**config.mk**
```make
export PLATFORM = sky130hd
export DESIGN_NAME = pdsc_top
export DESIGN_NICKNAME = d
export VERILOG_FILES = /design/src/rtl/pdsc_pkg.sv /design/src/rtl/pdsc_tmo.sv /design/src/rtl/pdsc_regs.sv /design/src/rtl/pdsc_seq.sv /design/src/rtl/pdsc_top.sv
export SDC_FILE = /design/constraint.sdc
export NUM_CORES = 1
export LEC_CHECK = 0
export ABC_CLOCK_PERIOD_IN_PS = 3350
export BUFFER_PORTS_ARGS = -buffer_cell sky130_fd_sc_hd__buf_2
export CAP_MARGIN = 10
export CORE_MARGIN = 10
export CORE_UTILIZATION = 37
export CTS_BUF_LIST = sky130_fd_sc_hd__clkbuf_4
export DETAILED_ROUTE_END_ITERATION = 10
export PLACE_DENSITY = 0.55
export REMOVE_ABC_BUFFERS = 1
export SYNTH_ARGS = -nofsm -noshare
export SYNTH_HDL_FRONTEND = slang
export SYNTH_SLANG_ARGS = --single-unit
export TNS_END_PERCENT = 30
```
**constraint.sdc**
```tcl
create_clock -name clk -period 3.35 [get_ports clk]
set_input_delay 0 -clock clk [delete_from_list [all_inputs] [get_ports clk]]
set_output_delay 0 -clock clk [all_outputs]
set_load 0.03 [all_outputs]
```
**src/rtl/pdsc_pkg.sv**
```systemverilog
package pdsc_pkg;

    typedef enum logic [3:0] {
        ST_IDLE,
        ST_CHECK,
        ST_REQ_ACK,
        ST_REQ_IDLE,
        ST_SETTLE,
        ST_PWR_WAIT,
        ST_REL_ACK,
        ST_REL_IDLE,
        ST_DONE
    } seq_state_t;

    localparam logic [7:0] A_PWR_CTRL = 8'h00;
    localparam logic [7:0] A_IDLE_REQ = 8'h04;
    localparam logic [7:0] A_STATUS   = 8'h08;
    localparam logic [7:0] A_HSHAKE   = 8'h0C;
    localparam logic [7:0] A_ERR      = 8'h10;
    localparam logic [7:0] A_BUSY     = 8'h14;
    localparam logic [7:0] A_CNT_BASE = 8'h40;

    // Bit-enabled update: enable in upper half, value in lower half.
    function automatic logic [15:0] mwr(input logic [15:0] old, input logic [31:0] w);
        return (old & ~w[31:16]) | (w[15:0] & w[31:16]);
    endfunction

endpackage

```
**src/rtl/pdsc_tmo.sv**
```systemverilog
module pdsc_tmo #(
    parameter int LIM = 10000
) (
    input  logic clk,
    input  logic rst_n,
    input  logic run,
    input  logic restart,
    output logic expired
);
    localparam int CW = $clog2(LIM + 1);

    logic [CW-1:0] cnt;

    always_ff @(posedge clk or negedge rst_n) begin
        if (!rst_n) begin
            cnt <= '0;
        end else if (restart || !run) begin
            cnt <= '0;
        end else if (cnt != CW'(LIM - 1)) begin
            cnt <= cnt + 1'b1;
        end
    end

    assign expired = run && (cnt == CW'(LIM - 1));

endmodule

```
**src/rtl/pdsc_regs.sv**
```systemverilog
module pdsc_regs import pdsc_pkg::*; #(
    parameter int          N_DOM    = 4,
    parameter logic [15:0] PWR_MASK = 16'h0007,
    parameter int          CNT_W    = 16,
    parameter int          CNT_RST  = 24
) (
    input  logic                   clk,
    input  logic                   rst_n,
    input  logic                   bus_wr,
    input  logic                   bus_rd,
    input  logic [7:0]             bus_addr,
    input  logic [31:0]            bus_wdata,
    output logic [31:0]            bus_rdata,
    input  logic [N_DOM-1:0]       pend_clr,
    input  logic [N_DOM-1:0]       err_set,
    input  logic                   active,
    input  logic [N_DOM-1:0]       ack_i,
    input  logic [N_DOM-1:0]       idle_i,
    input  logic [N_DOM-1:0]       pwr_i,
    output logic [N_DOM-1:0]       tgt,
    output logic [N_DOM-1:0]       pend,
    output logic [N_DOM*CNT_W-1:0] dn_flat,
    output logic [N_DOM*CNT_W-1:0] up_flat,
    output logic                   busy
);
    localparam logic [N_DOM-1:0] SW_MASK = PWR_MASK[N_DOM-1:0];

    logic [N_DOM-1:0] ctrl_q, isw_q, err_q;
    logic [N_DOM-1:0] new_pend;
    logic [CNT_W-1:0] dn_q [N_DOM];
    logic [CNT_W-1:0] up_q [N_DOM];
    logic             wr_ctrl, wr_isw, wr_err;

    assign wr_ctrl = bus_wr && (bus_addr == A_PWR_CTRL);
    assign wr_isw  = bus_wr && (bus_addr == A_IDLE_REQ);
    assign wr_err  = bus_wr && (bus_addr == A_ERR);

    always_comb begin
        new_pend = '0;
        if (wr_ctrl) new_pend = new_pend | (bus_wdata[16 +: N_DOM] & SW_MASK);
        if (wr_isw)  new_pend = new_pend | (bus_wdata[16 +: N_DOM] & ~SW_MASK);
    end

    always_ff @(posedge clk or negedge rst_n) begin
        if (!rst_n) begin
            ctrl_q <= '0;
            isw_q  <= '0;
            err_q  <= '0;
            pend   <= '0;
        end else begin
            if (wr_ctrl) ctrl_q <= N_DOM'(mwr(16'(ctrl_q), bus_wdata));
            if (wr_isw)  isw_q  <= N_DOM'(mwr(16'(isw_q), bus_wdata));
            err_q <= (wr_err ? (err_q & ~bus_wdata[N_DOM-1:0]) : err_q) | err_set;
            pend  <= (pend & ~pend_clr) | new_pend;
        end
    end

    for (genvar d = 0; d < N_DOM; d++) begin : g_cnt
        localparam logic [7:0] A_DN = 8'(A_CNT_BASE + 8 * d);
        localparam logic [7:0] A_UP = 8'(A_CNT_BASE + 8 * d + 4);

        always_ff @(posedge clk or negedge rst_n) begin
            if (!rst_n) begin
                dn_q[d] <= CNT_W'(CNT_RST);
                up_q[d] <= CNT_W'(CNT_RST);
            end else if (bus_wr) begin
                if (bus_addr == A_DN) dn_q[d] <= CNT_W'(mwr(16'(dn_q[d]), bus_wdata));
                if (bus_addr == A_UP) up_q[d] <= CNT_W'(mwr(16'(up_q[d]), bus_wdata));
            end
        end

        assign dn_flat[d*CNT_W +: CNT_W] = dn_q[d];
        assign up_flat[d*CNT_W +: CNT_W] = up_q[d];
        assign tgt[d] = SW_MASK[d] ? ctrl_q[d] : isw_q[d];
    end

    assign busy = active || (|pend);

    always_comb begin
        bus_rdata = '0;
        if (bus_rd) begin
            case (bus_addr)
                A_PWR_CTRL: bus_rdata[N_DOM-1:0] = ctrl_q;
                A_IDLE_REQ: bus_rdata[N_DOM-1:0] = isw_q;
                A_STATUS:   bus_rdata[N_DOM-1:0] = (pwr_i & SW_MASK) | (idle_i & ~SW_MASK);
                A_HSHAKE: begin
                    bus_rdata[N_DOM-1:0]   = ack_i;
                    bus_rdata[16 +: N_DOM] = idle_i;
                end
                A_ERR:      bus_rdata[N_DOM-1:0] = err_q;
                A_BUSY:     bus_rdata[0] = busy;
                default: begin
                    for (int d = 0; d < N_DOM; d++) begin
                        if (bus_addr == 8'(A_CNT_BASE + 8 * d))     bus_rdata[CNT_W-1:0] = dn_q[d];
                        if (bus_addr == 8'(A_CNT_BASE + 8 * d + 4)) bus_rdata[CNT_W-1:0] = up_q[d];
                    end
                end
            endcase
        end
    end

endmodule

```
**src/rtl/pdsc_seq.sv**
```systemverilog
module pdsc_seq import pdsc_pkg::*; #(
    parameter int          N_DOM    = 4,
    parameter logic [15:0] PWR_MASK = 16'h0007,
    parameter int          CNT_W    = 16,
    parameter int          TMO_CYC  = 10000
) (
    input  logic                   clk,
    input  logic                   rst_n,
    input  logic [N_DOM-1:0]       pend,
    input  logic [N_DOM-1:0]       tgt,
    input  logic [N_DOM*CNT_W-1:0] dn_flat,
    input  logic [N_DOM*CNT_W-1:0] up_flat,
    input  logic [N_DOM-1:0]       ack_i,
    input  logic [N_DOM-1:0]       idle_i,
    input  logic [N_DOM-1:0]       pwr_i,
    output logic [N_DOM-1:0]       req_o,
    output logic [N_DOM-1:0]       off_o,
    output logic [N_DOM-1:0]       pend_clr,
    output logic [N_DOM-1:0]       err_set,
    output logic                   active
);
    localparam int DW = (N_DOM > 1) ? $clog2(N_DOM) : 1;

    seq_state_t       state, nxt;
    logic [DW-1:0]    cur, pick_idx;
    logic             dir_off;
    logic [CNT_W-1:0] settle;
    logic             has_pwr, s_ack, s_idle, s_pwr, stat, already;
    logic             in_wait, tmo, restart;
    logic             pick, fail, a_set_req, a_clr_req, a_set_off, a_clr_off;
    logic             a_load_dn, a_load_up;

    // lowest pending index wins
    always_comb begin
        pick_idx = '0;
        for (int d = N_DOM - 1; d >= 0; d--) begin
            if (pend[d]) pick_idx = DW'(d);
        end
    end

    assign has_pwr = PWR_MASK[cur];
    assign s_ack   = ack_i[cur];
    assign s_idle  = idle_i[cur];
    assign s_pwr   = pwr_i[cur];
    assign stat    = has_pwr ? s_pwr : s_idle;
    assign already = dir_off ? (stat && req_o[cur]) : (!stat && !req_o[cur]);

    assign in_wait = (state == ST_REQ_ACK) || (state == ST_REQ_IDLE) ||
                     (state == ST_PWR_WAIT) || (state == ST_REL_ACK) ||
                     (state == ST_REL_IDLE);
    assign restart = (nxt != state);

    pdsc_tmo #(.LIM(TMO_CYC)) u_tmo (
        .clk     (clk),
        .rst_n   (rst_n),
        .run     (in_wait),
        .restart (restart),
        .expired (tmo)
    );

    // next state and step actions
    always_comb begin
        nxt       = state;
        pick      = 1'b0;
        fail      = 1'b0;
        a_set_req = 1'b0;
        a_clr_req = 1'b0;
        a_set_off = 1'b0;
        a_clr_off = 1'b0;
        a_load_dn = 1'b0;
        a_load_up = 1'b0;
        unique case (state)
            ST_IDLE: begin
                if (|pend) begin
                    nxt  = ST_CHECK;
                    pick = 1'b1;
                end
            end
            ST_CHECK: begin
                if (already) begin
                    nxt = ST_DONE;
                end else if (dir_off) begin
                    nxt       = ST_REQ_ACK;
                    a_set_req = 1'b1;
                end else if (has_pwr) begin
                    nxt       = ST_SETTLE;
                    a_clr_off = 1'b1;
                    a_load_up = 1'b1;
                end else begin
                    nxt       = ST_REL_ACK;
                    a_clr_req = 1'b1;
                end
            end
            ST_REQ_ACK: begin
                if (s_ack) begin
                    nxt = ST_REQ_IDLE;
                end else if (tmo) begin
                    nxt  = ST_DONE;
                    fail = 1'b1;
                end
            end
            ST_REQ_IDLE: begin
                if (s_idle) begin
                    if (has_pwr) begin
                        nxt       = ST_SETTLE;
                        a_set_off = 1'b1;
                        a_load_dn = 1'b1;
                    end else begin
                        nxt = ST_DONE;
                    end
                end else if (tmo) begin
                    nxt  = ST_DONE;
                    fail = 1'b1;
                end
            end
            ST_SETTLE: begin
                if (settle == '0) nxt = ST_PWR_WAIT;
            end
            ST_PWR_WAIT: begin
                if (s_pwr == dir_off) begin
                    if (dir_off) begin
                        nxt = ST_DONE;
                    end else begin
                        nxt       = ST_REL_ACK;
                        a_clr_req = 1'b1;
                    end
                end else if (tmo) begin
                    nxt  = ST_DONE;
                    fail = 1'b1;
                end
            end
            ST_REL_ACK: begin
                if (!s_ack) begin
                    nxt = ST_REL_IDLE;
                end else if (tmo) begin
                    nxt  = ST_DONE;
                    fail = 1'b1;
                end
            end
            ST_REL_IDLE: begin
                if (!s_idle) begin
                    nxt = ST_DONE;
                end else if (tmo) begin
                    nxt  = ST_DONE;
                    fail = 1'b1;
                end
            end
            ST_DONE: nxt = ST_IDLE;
            default: nxt = ST_IDLE;
        endcase
    end

    // state register
    always_ff @(posedge clk or negedge rst_n) begin
        if (!rst_n) state <= ST_IDLE;
        else        state <= nxt;
    end

    // outputs and datapath
    always_ff @(posedge clk or negedge rst_n) begin
        if (!rst_n) begin
            cur     <= '0;
            dir_off <= 1'b0;
            settle  <= '0;
            req_o   <= '0;
            off_o   <= '0;
        end else begin
            if (pick) begin
                cur     <= pick_idx;
                dir_off <= tgt[pick_idx];
            end
            if (a_set_req) req_o[cur] <= 1'b1;
            if (a_clr_req) req_o[cur] <= 1'b0;
            if (a_set_off) off_o[cur] <= 1'b1;
            if (a_clr_off) off_o[cur] <= 1'b0;
            if (a_load_dn) begin
                settle <= dn_flat[cur*CNT_W +: CNT_W];
            end else if (a_load_up) begin
                settle <= up_flat[cur*CNT_W +: CNT_W];
            end else if (state == ST_SETTLE && settle != '0) begin
                settle <= settle - 1'b1;
            end
        end
    end

    assign pend_clr = pick ? (N_DOM'(1) << pick_idx) : '0;
    assign err_set  = fail ? (N_DOM'(1) << cur) : '0;
    assign active   = (state != ST_IDLE);

endmodule

```
**src/rtl/pdsc_top.sv**
```systemverilog
module pdsc_top import pdsc_pkg::*; #(
    parameter int          N_DOM    = 4,
    parameter logic [15:0] PWR_MASK = 16'h0007,
    parameter int          CNT_W    = 16,
    parameter int          CNT_RST  = 24,
    parameter int          TMO_CYC  = 10000
) (
    input  logic             clk,
    input  logic             rst_n,
    input  logic             bus_wr,
    input  logic             bus_rd,
    input  logic [7:0]       bus_addr,
    input  logic [31:0]      bus_wdata,
    output logic [31:0]      bus_rdata,
    output logic             busy,
    output logic [N_DOM-1:0] idle_req_o,
    input  logic [N_DOM-1:0] idle_ack_i,
    input  logic [N_DOM-1:0] idle_st_i,
    output logic [N_DOM-1:0] pwr_off_o,
    input  logic [N_DOM-1:0] pwr_st_i
);
    logic [N_DOM-1:0]       tgt, pend, pend_clr, err_set;
    logic [N_DOM*CNT_W-1:0] dn_flat, up_flat;
    logic                   active;

    pdsc_regs #(
        .N_DOM(N_DOM), .PWR_MASK(PWR_MASK), .CNT_W(CNT_W), .CNT_RST(CNT_RST)
    ) u_regs (
        .clk       (clk),
        .rst_n     (rst_n),
        .bus_wr    (bus_wr),
        .bus_rd    (bus_rd),
        .bus_addr  (bus_addr),
        .bus_wdata (bus_wdata),
        .bus_rdata (bus_rdata),
        .pend_clr  (pend_clr),
        .err_set   (err_set),
        .active    (active),
        .ack_i     (idle_ack_i),
        .idle_i    (idle_st_i),
        .pwr_i     (pwr_st_i),
        .tgt       (tgt),
        .pend      (pend),
        .dn_flat   (dn_flat),
        .up_flat   (up_flat),
        .busy      (busy)
    );

    pdsc_seq #(
        .N_DOM(N_DOM), .PWR_MASK(PWR_MASK), .CNT_W(CNT_W), .TMO_CYC(TMO_CYC)
    ) u_seq (
        .clk      (clk),
        .rst_n    (rst_n),
        .pend     (pend),
        .tgt      (tgt),
        .dn_flat  (dn_flat),
        .up_flat  (up_flat),
        .ack_i    (idle_ack_i),
        .idle_i   (idle_st_i),
        .pwr_i    (pwr_st_i),
        .req_o    (idle_req_o),
        .off_o    (pwr_off_o),
        .pend_clr (pend_clr),
        .err_set  (err_set),
        .active   (active)
    );

endmodule

```
---- After elaboration in Yosys (flattened, before gate mapping) ----
Index checks and enable logic that the tools add are counted.
operators by class
  $lt $le $gt $ge ......................... 4
  shifts and indexed selects .............. 4
  equal/unequal tests ..................... 24
  muxes and demuxes ....................... 85
  reductions and logical operators ........ 34
  add/sub/neg operators ................... 2
  bitwise gates (word level) .............. 35
operator list
  cell                                                 count
  two-way mux 16 bit                                   11
  bitwise AND 16 bit                                   9
  bitwise OR 16 bit                                    8
  variable part select 64 x 7 -> 16 bit                2
  two-way mux 4 bit                                    21
  equality test 8 x 7 -> 1 bit, second input constant  8
  one-hot mux 4 bit (8 select lines)                   1
  two-way mux 1 bit                                    31
  two-way mux 14 bit                                   2
  bitwise OR 4 bit                                     7
  bitwise AND 4 bit                                    6
  two-way mux 20 bit                                   1
  one-hot mux 3 bit (6 select lines)                   1
  equality test 4 x 3 -> 1 bit, second input constant  4
  equality test 8 x 4 -> 1 bit, second input constant  2
  equality test 8 x 5 -> 1 bit, second input constant  2
  zero test 16 bit                                     1
  inverter 16 bit                                      1
  AND reduction 2 bit                                  8
  nonzero test 16 bit                                  1
  subtractor 16 x 1 -> 16 bit, second input constant   1
  adder 14 x 1 -> 14 bit, second input constant        1
  equality test 14 bit, second input constant          1
  inequality test 14 bit, second input constant        1
  other kinds (29)                                     57
word-level totals
  output and inout bits ................... 41
  flip-flop bits (word level) ............. 189
  word-level logic and storage cells ...... 207

---- Depth between registers and ports, before layout ----
  depth after elaboration ................. 12
  mapped depth ............................ 12
  depth with buffers taken out ............ 9

---- Modules after synthesis ----
A second synthesis with hierarchy kept.
second synthesis, totals
  cells, all modules ...................... 1185
  area, all modules ....................... 11706.2 um^2
by module, submodules not included
  module     area each (um^2)  cells each  times used  sequential area each (um^2)
  pdsc_regs  7793.7            731         1           3623.5
  pdsc_seq   3121.7            367         1           775.7
  pdsc_tmo   790.8             87          1           350.3

---- Worst setup path after synthesis ----
Ideal clock, no wire load.
  path type ............................... register to register
  from .................................... reg u_seq.cur[1]
  to ...................................... reg u_seq.u_tmo.cnt[2]
  period minus slack after synthesis ...... 3.146 ns
  stages on the path, launching flop included .. 12
  path slack .............................. 0.204 ns
  arrival time ............................ 3.065 ns
  library setup time ...................... 0.081 ns
  cells stage by stage .................... dfrtp_1 buf_2 buf_1 clkbuf_1 mux4_2 inv_1 ha_1 or4_1 nand3_1 a211o_1 nand4_2 nor3_2
between the ends
  word-level cells in the longest chain between the ends .. 11
  elaborated cells between the ends (all ways) .. 31
ends and longest elaborated chain
  element                                                           line                                            RTL
  from (decl)                                                       pdsc_seq.sv:25                                  logic [DW-1:0] cur, pick_idx;
  from (signal assigned)                                            pdsc_seq.sv:169                                 cur <= pick_idx;
  binary-select mux 1 bit (select 2 bit), on equally long branches  pdsc_seq.sv:43, pdsc_seq.sv:41, pdsc_seq.sv:44
  two-way mux 1 bit, on equally long branches                       pdsc_seq.sv:43, pdsc_seq.sv:41, pdsc_seq.sv:44
  two-way mux 1 bit                                                 pdsc_seq.sv:45                                  assign stat = has_pwr ? s_pwr : s_idle;
  zero test 1 bit                                                   pdsc_seq.sv:46                                  assign already = dir_off ? (stat && req_o[cur]) : (!stat && !req_o[cur]);
  logical AND 1 bit                                                 pdsc_seq.sv:46
  two-way mux 1 bit                                                 pdsc_seq.sv:46
  two-way mux 4 bit                                                 pdsc_seq.sv:80                                  if (already) begin
  one-hot mux 4 bit (8 select lines) *                              pdsc_seq.sv:72                                  unique case (state)
  inequality test 4 bit *                                           pdsc_seq.sv:51                                  assign restart = (nxt != state);
  logical OR 1 bit *                                                pdsc_tmo.sv:17                                  end else if (restart || !run) begin
  two-way mux 14 bit or nonzero test 2 bit (tied branches)          --
  to (signal assigned)                                              pdsc_tmo.sv:20                                  cnt <= cnt + 1'b1;
  to (decl)                                                         pdsc_tmo.sv:12                                  logic [CW-1:0] cnt;
Mark *: on every way between the ends. The rest lies on a longest branch, timed or not. The select of a mux whose other input is x is not followed.
A chain may end at the register's enable or synchronous reset.

---- Worst setup path after layout ----
  from .................................... reg u_seq.state[2]
  to ...................................... out bus_rdata[0]
between the ends
  word-level cells in the longest chain between the ends .. 4
ends and longest elaborated chain
  element                             line             RTL
  from (decl)                         pdsc_seq.sv:24   seq_state_t state, nxt;
  from (signal assigned)              pdsc_seq.sv:156  else state <= nxt;
  nonzero test 4 bit                  pdsc_seq.sv:188  assign active = (state != ST_IDLE);
  logical OR 1 bit                    pdsc_regs.sv:77  assign busy = active || (|pend);
  one-hot mux 1 bit (6 select lines)  pdsc_regs.sv:82  case (bus_addr)
  two-way mux 20 bit                  pdsc_regs.sv:81  if (bus_rd) begin
  to (decl)                           pdsc_top.sv:14   output logic [31:0] bus_rdata,
Every way passes these cells.

==> metrics <==
Hold Violations, Final 0; CTS Sinks about 190; run status completed; DR WL/cell 22.1 um; multiplexer share of the synthesized area 23.1%; Worst EP arrival 3150 ps; Worst VDD drop 209 uV; routed vias between 9000 and 10000; cell chain of the critical path or4_1, nand2b_1, or3_1, a22o_1, a21oi_1, nor3_1, buf_2; MaxCap Viol Count 0; DRC errors left 0; Worst slew margin roughly 40%; Synth Area in Compound Gates between 10% and 20%; #FFs+latches synth approximately 190; Pre-antenna DRT Iters 5; largest net degree at the start of global routing 94; Synth Area in Simple Gates 16.6%; cell count of the worst reg-to-reg path 8; XOR/XNOR Fraction of Synth Area between 1.5 and 2%; Critical Path Max Stage Delay approximately 700 ps; Achievable Freq between 300 and 400 MHz; Final ANT Viol Nets 0; Nets roughly 1300; routability congestion estimate between 0.8 and 0.9; initial antenna violation count 1; CP max-delay cell or4_1; vias in the first global route between 9000 and 10000; Clock transition at path regs 180 ps; clk_lat worst skew between 600 and 700 ps; Ys Warns 0; grt ovf 0; type of the worst setup path flip-flop to primary output; GRT Resource Usage Total 19.1%; layout cell share with drive strength beyond 1 22.9%; Row Count 64; drt initial violations approximately 760; design area ~13000 um2; Least-Margin Pin Slew 883 ps; root buffer cell clkbuf_4; Pint about 3.4 mW; dpl ws 546 ps; Area growth syn-to-layout 14.0%; chip width 195 um; Worst Path Buf+Inv 1; RSZ-0062 raised after global routing false; die area about 38000 um2; Worst Setup End Kind primary output; min cycle time layout 3150 ps; largest family of logic cells by synthesized area multiplexers; Period Utilization, post-route between 90% and 100%; CTS tree built; max-slew violation count 0; Post-synth EDFFs 0; pwr dens around 410 nW/um2; # setup viols final 0; sequential fraction of design power 49.7%; Seq/Total Area, Yosys 41.9%; Gate Count Post-Synth 1111; Req. time, crit path 3350 ps; clk_skew 28.1 ps; DR vias/cell between 5 and 6; switching part of the total approximately 37%; Comb power frac 26.5%; # fillers approximately 3000; leakage power around 5.7 nW; Adder-Cell Fraction of Synth Area 0.331%; hpwl dp 24500 um; Die Ht 195 um; Post-DP Area 12100 um2; Max Buffers Root-to-Sink 2; Buffers on Ports 84; setup ws final 204 ps; total core area 30400 um2; R2R Path End u_seq.u_tmo.cnt[2]; final WL 36200 um; setup slack, reg-to-reg ~520 ps; Max FO, Critical Path 18; io pins 97; Main synth FF type dfrtp_1; WHS about 13 ps; Syn Std Cell Area 11300 um2; net switching power 1.96 mW; crit start category flip-flop; Async SR Flop Fraction 100%; CP delay by family, top simple AND/OR/NAND/NOR gates; H-tree lvl count 4; synth top area cells dfrtp_1, mux2_1, mux4_2, nand2_1, mux2_2; first-pass GRT wire length 57700 um; Synth top area share approximately two fifths; Initial Utilization a little under two fifths; clock share of power roughly a quarter; CTS buffer count 17; cell taking the most area after synthesis dfrtp_1; Worst Hold Class input port to async pin; post-synth cell types 85; reg-to-reg critical path startpoint u_seq.cur[0]; syn avg cell area 10.2 um2; final design utilization 42.4%
==> synth_stat cells (20+ instances only) <==
| master | number |
|---|---|
| a21oi_1 | 67 |
| buf_2 | 35 |
| clkbuf_1 | 28 |
| dfrtp_1 | 173 |
| mux2_1 | 91 |
| mux2_2 | 49 |
| mux2i_1 | 20 |
| mux4_2 | 36 |
| nand2_1 | 190 |
| nor2_1 | 69 |
| o21ai_0 | 31 |
| o22ai_1 | 20 |
==> power by group through the flow <==
stage,sequential (mW),combinational [mW],clock [mW]
global route,2.67,1.54,1.39
finish,2.64,1.41,1.27
detailed placement,2.68,1.36,0
global placement,2.68,1.35,0
floorplan,2.75,0.744,0
CTS,2.64,1.40,1.31
==> how the worst max path moves through the flow <==
stage | from | end | slack (ps) | cells after the start
after floorplan | u_seq.cur[0] | u_seq.u_tmo.cnt[2] | -180 | 8
after global placement | u_seq.cur[0] | u_seq.u_tmo.cnt[2] | 580 | 8
after detailed placement | u_seq.cur[0] | u_seq.u_tmo.cnt[2] | 550 | 8
after CTS | u_seq.state[2] | bus_rdata[0] | 40 | 7
after global routing | u_seq.state[2] | bus_rdata[0] | 20 | 7
final | u_seq.state[2] | bus_rdata[0] | 200 | 7
==> metrics by stage <==
| stage | cells | power (mW) | TNS, ps |
|---|---|---|---|
| 2_1_floorplan | 1034 | 3.49 | -953 |
| 3_3_place_gp | 1551 | 4.03 | 0 |
| 3_5_place_dp | 1551 | 4.04 | 0 |
| 4_1_cts | 1635 | 5.35 | 0 |
| 5_1_grt | 1636 | 5.61 | 0 |
| 6_report | 1636 | 5.32 | 0 |
==> cell usage in the layout (no fill, tap or decap), types with 12 or more instances in the layout <==
cell type / Yosys / routed
o22ai_1: 20 / 20
nor3_1: 17 / 17
nor2b_1: 17 / 16
buf_2: 35 / 83
clkbuf_4: 0 / 18
a221oi_1: 13 / 13
inv_1: 13 / 13
nor2_1: 69 / 69
mux2_2: 49 / 49
dfrtp_1: 173 / 170
buf_4: 13 / 36
dlygate4sd3_1: 0 / 52
conb_1: 1 / 12
nand2_1: 190 / 190
a21oi_1: 67 / 67
a22o_1: 17 / 17
mux2i_1: 20 / 20
mux2_1: 91 / 91
nand3_1: 17 / 17
o21ai_0: 31 / 31
dfstp_2: 16 / 16
mux4_2: 36 / 36
o211ai_1: 12 / 12
==> cells by family after synthesis <==
| logic type | count (synthesis) |
|---|---|
| xor gates and xnor gates | 20 |
| and+or+nand+nor | 391 |
| DFF | 189 |
| adders and majority gates | 3 |
| other | 1 |
| AOI/OAI and AO/OA | 208 |
| muxes | 197 |
| buffers and inverters | 102 |
==> layout make-up <==
cell class	count	area [um2]	share of cell area, %
Inverter	14	52.6	0.407
Clock inverter	14	135	1.05
Timing Repair Buffer	173	1240	9.60
Clock buffer	18	135	1.05
Sequential cell	189	4750	36.8
Tap cell	396	495	3.84
Antenna cell	1	2.50	0.0194
Multi-Input combinational cell	831	6100	47.2
==> routing by layer <==
layer / wire, um / vias up / global-route usage (%)
met5: 0 / - / 0
met4: 442 / 0 / 4.55
met3: 1490 / 33 / 2.59
met2: 18000 / 263 / 31.5
met1: 16300 / 4688 / 25.9
li1: - / 4239 / -
==> worst register-to-register path, stage by stage, from the launching register on <==
cell and delay, ps:
dfrtp_2 580, mux4_2 550, inv_1 70, ha_1 270, or4_1 580, nand3_1 100, a211o_1 170, nand4_2 230
nor3_2 230
==> repair_timing <==
action                     in CTS  in global routing
setup buffers                   0                  0
setup endpoints to repair       0                  1
gates resized for setup         0                  1
hold buffers                   52                  0
hold endpoints to repair      232                  0
Power figures use the tool's default switching activity.
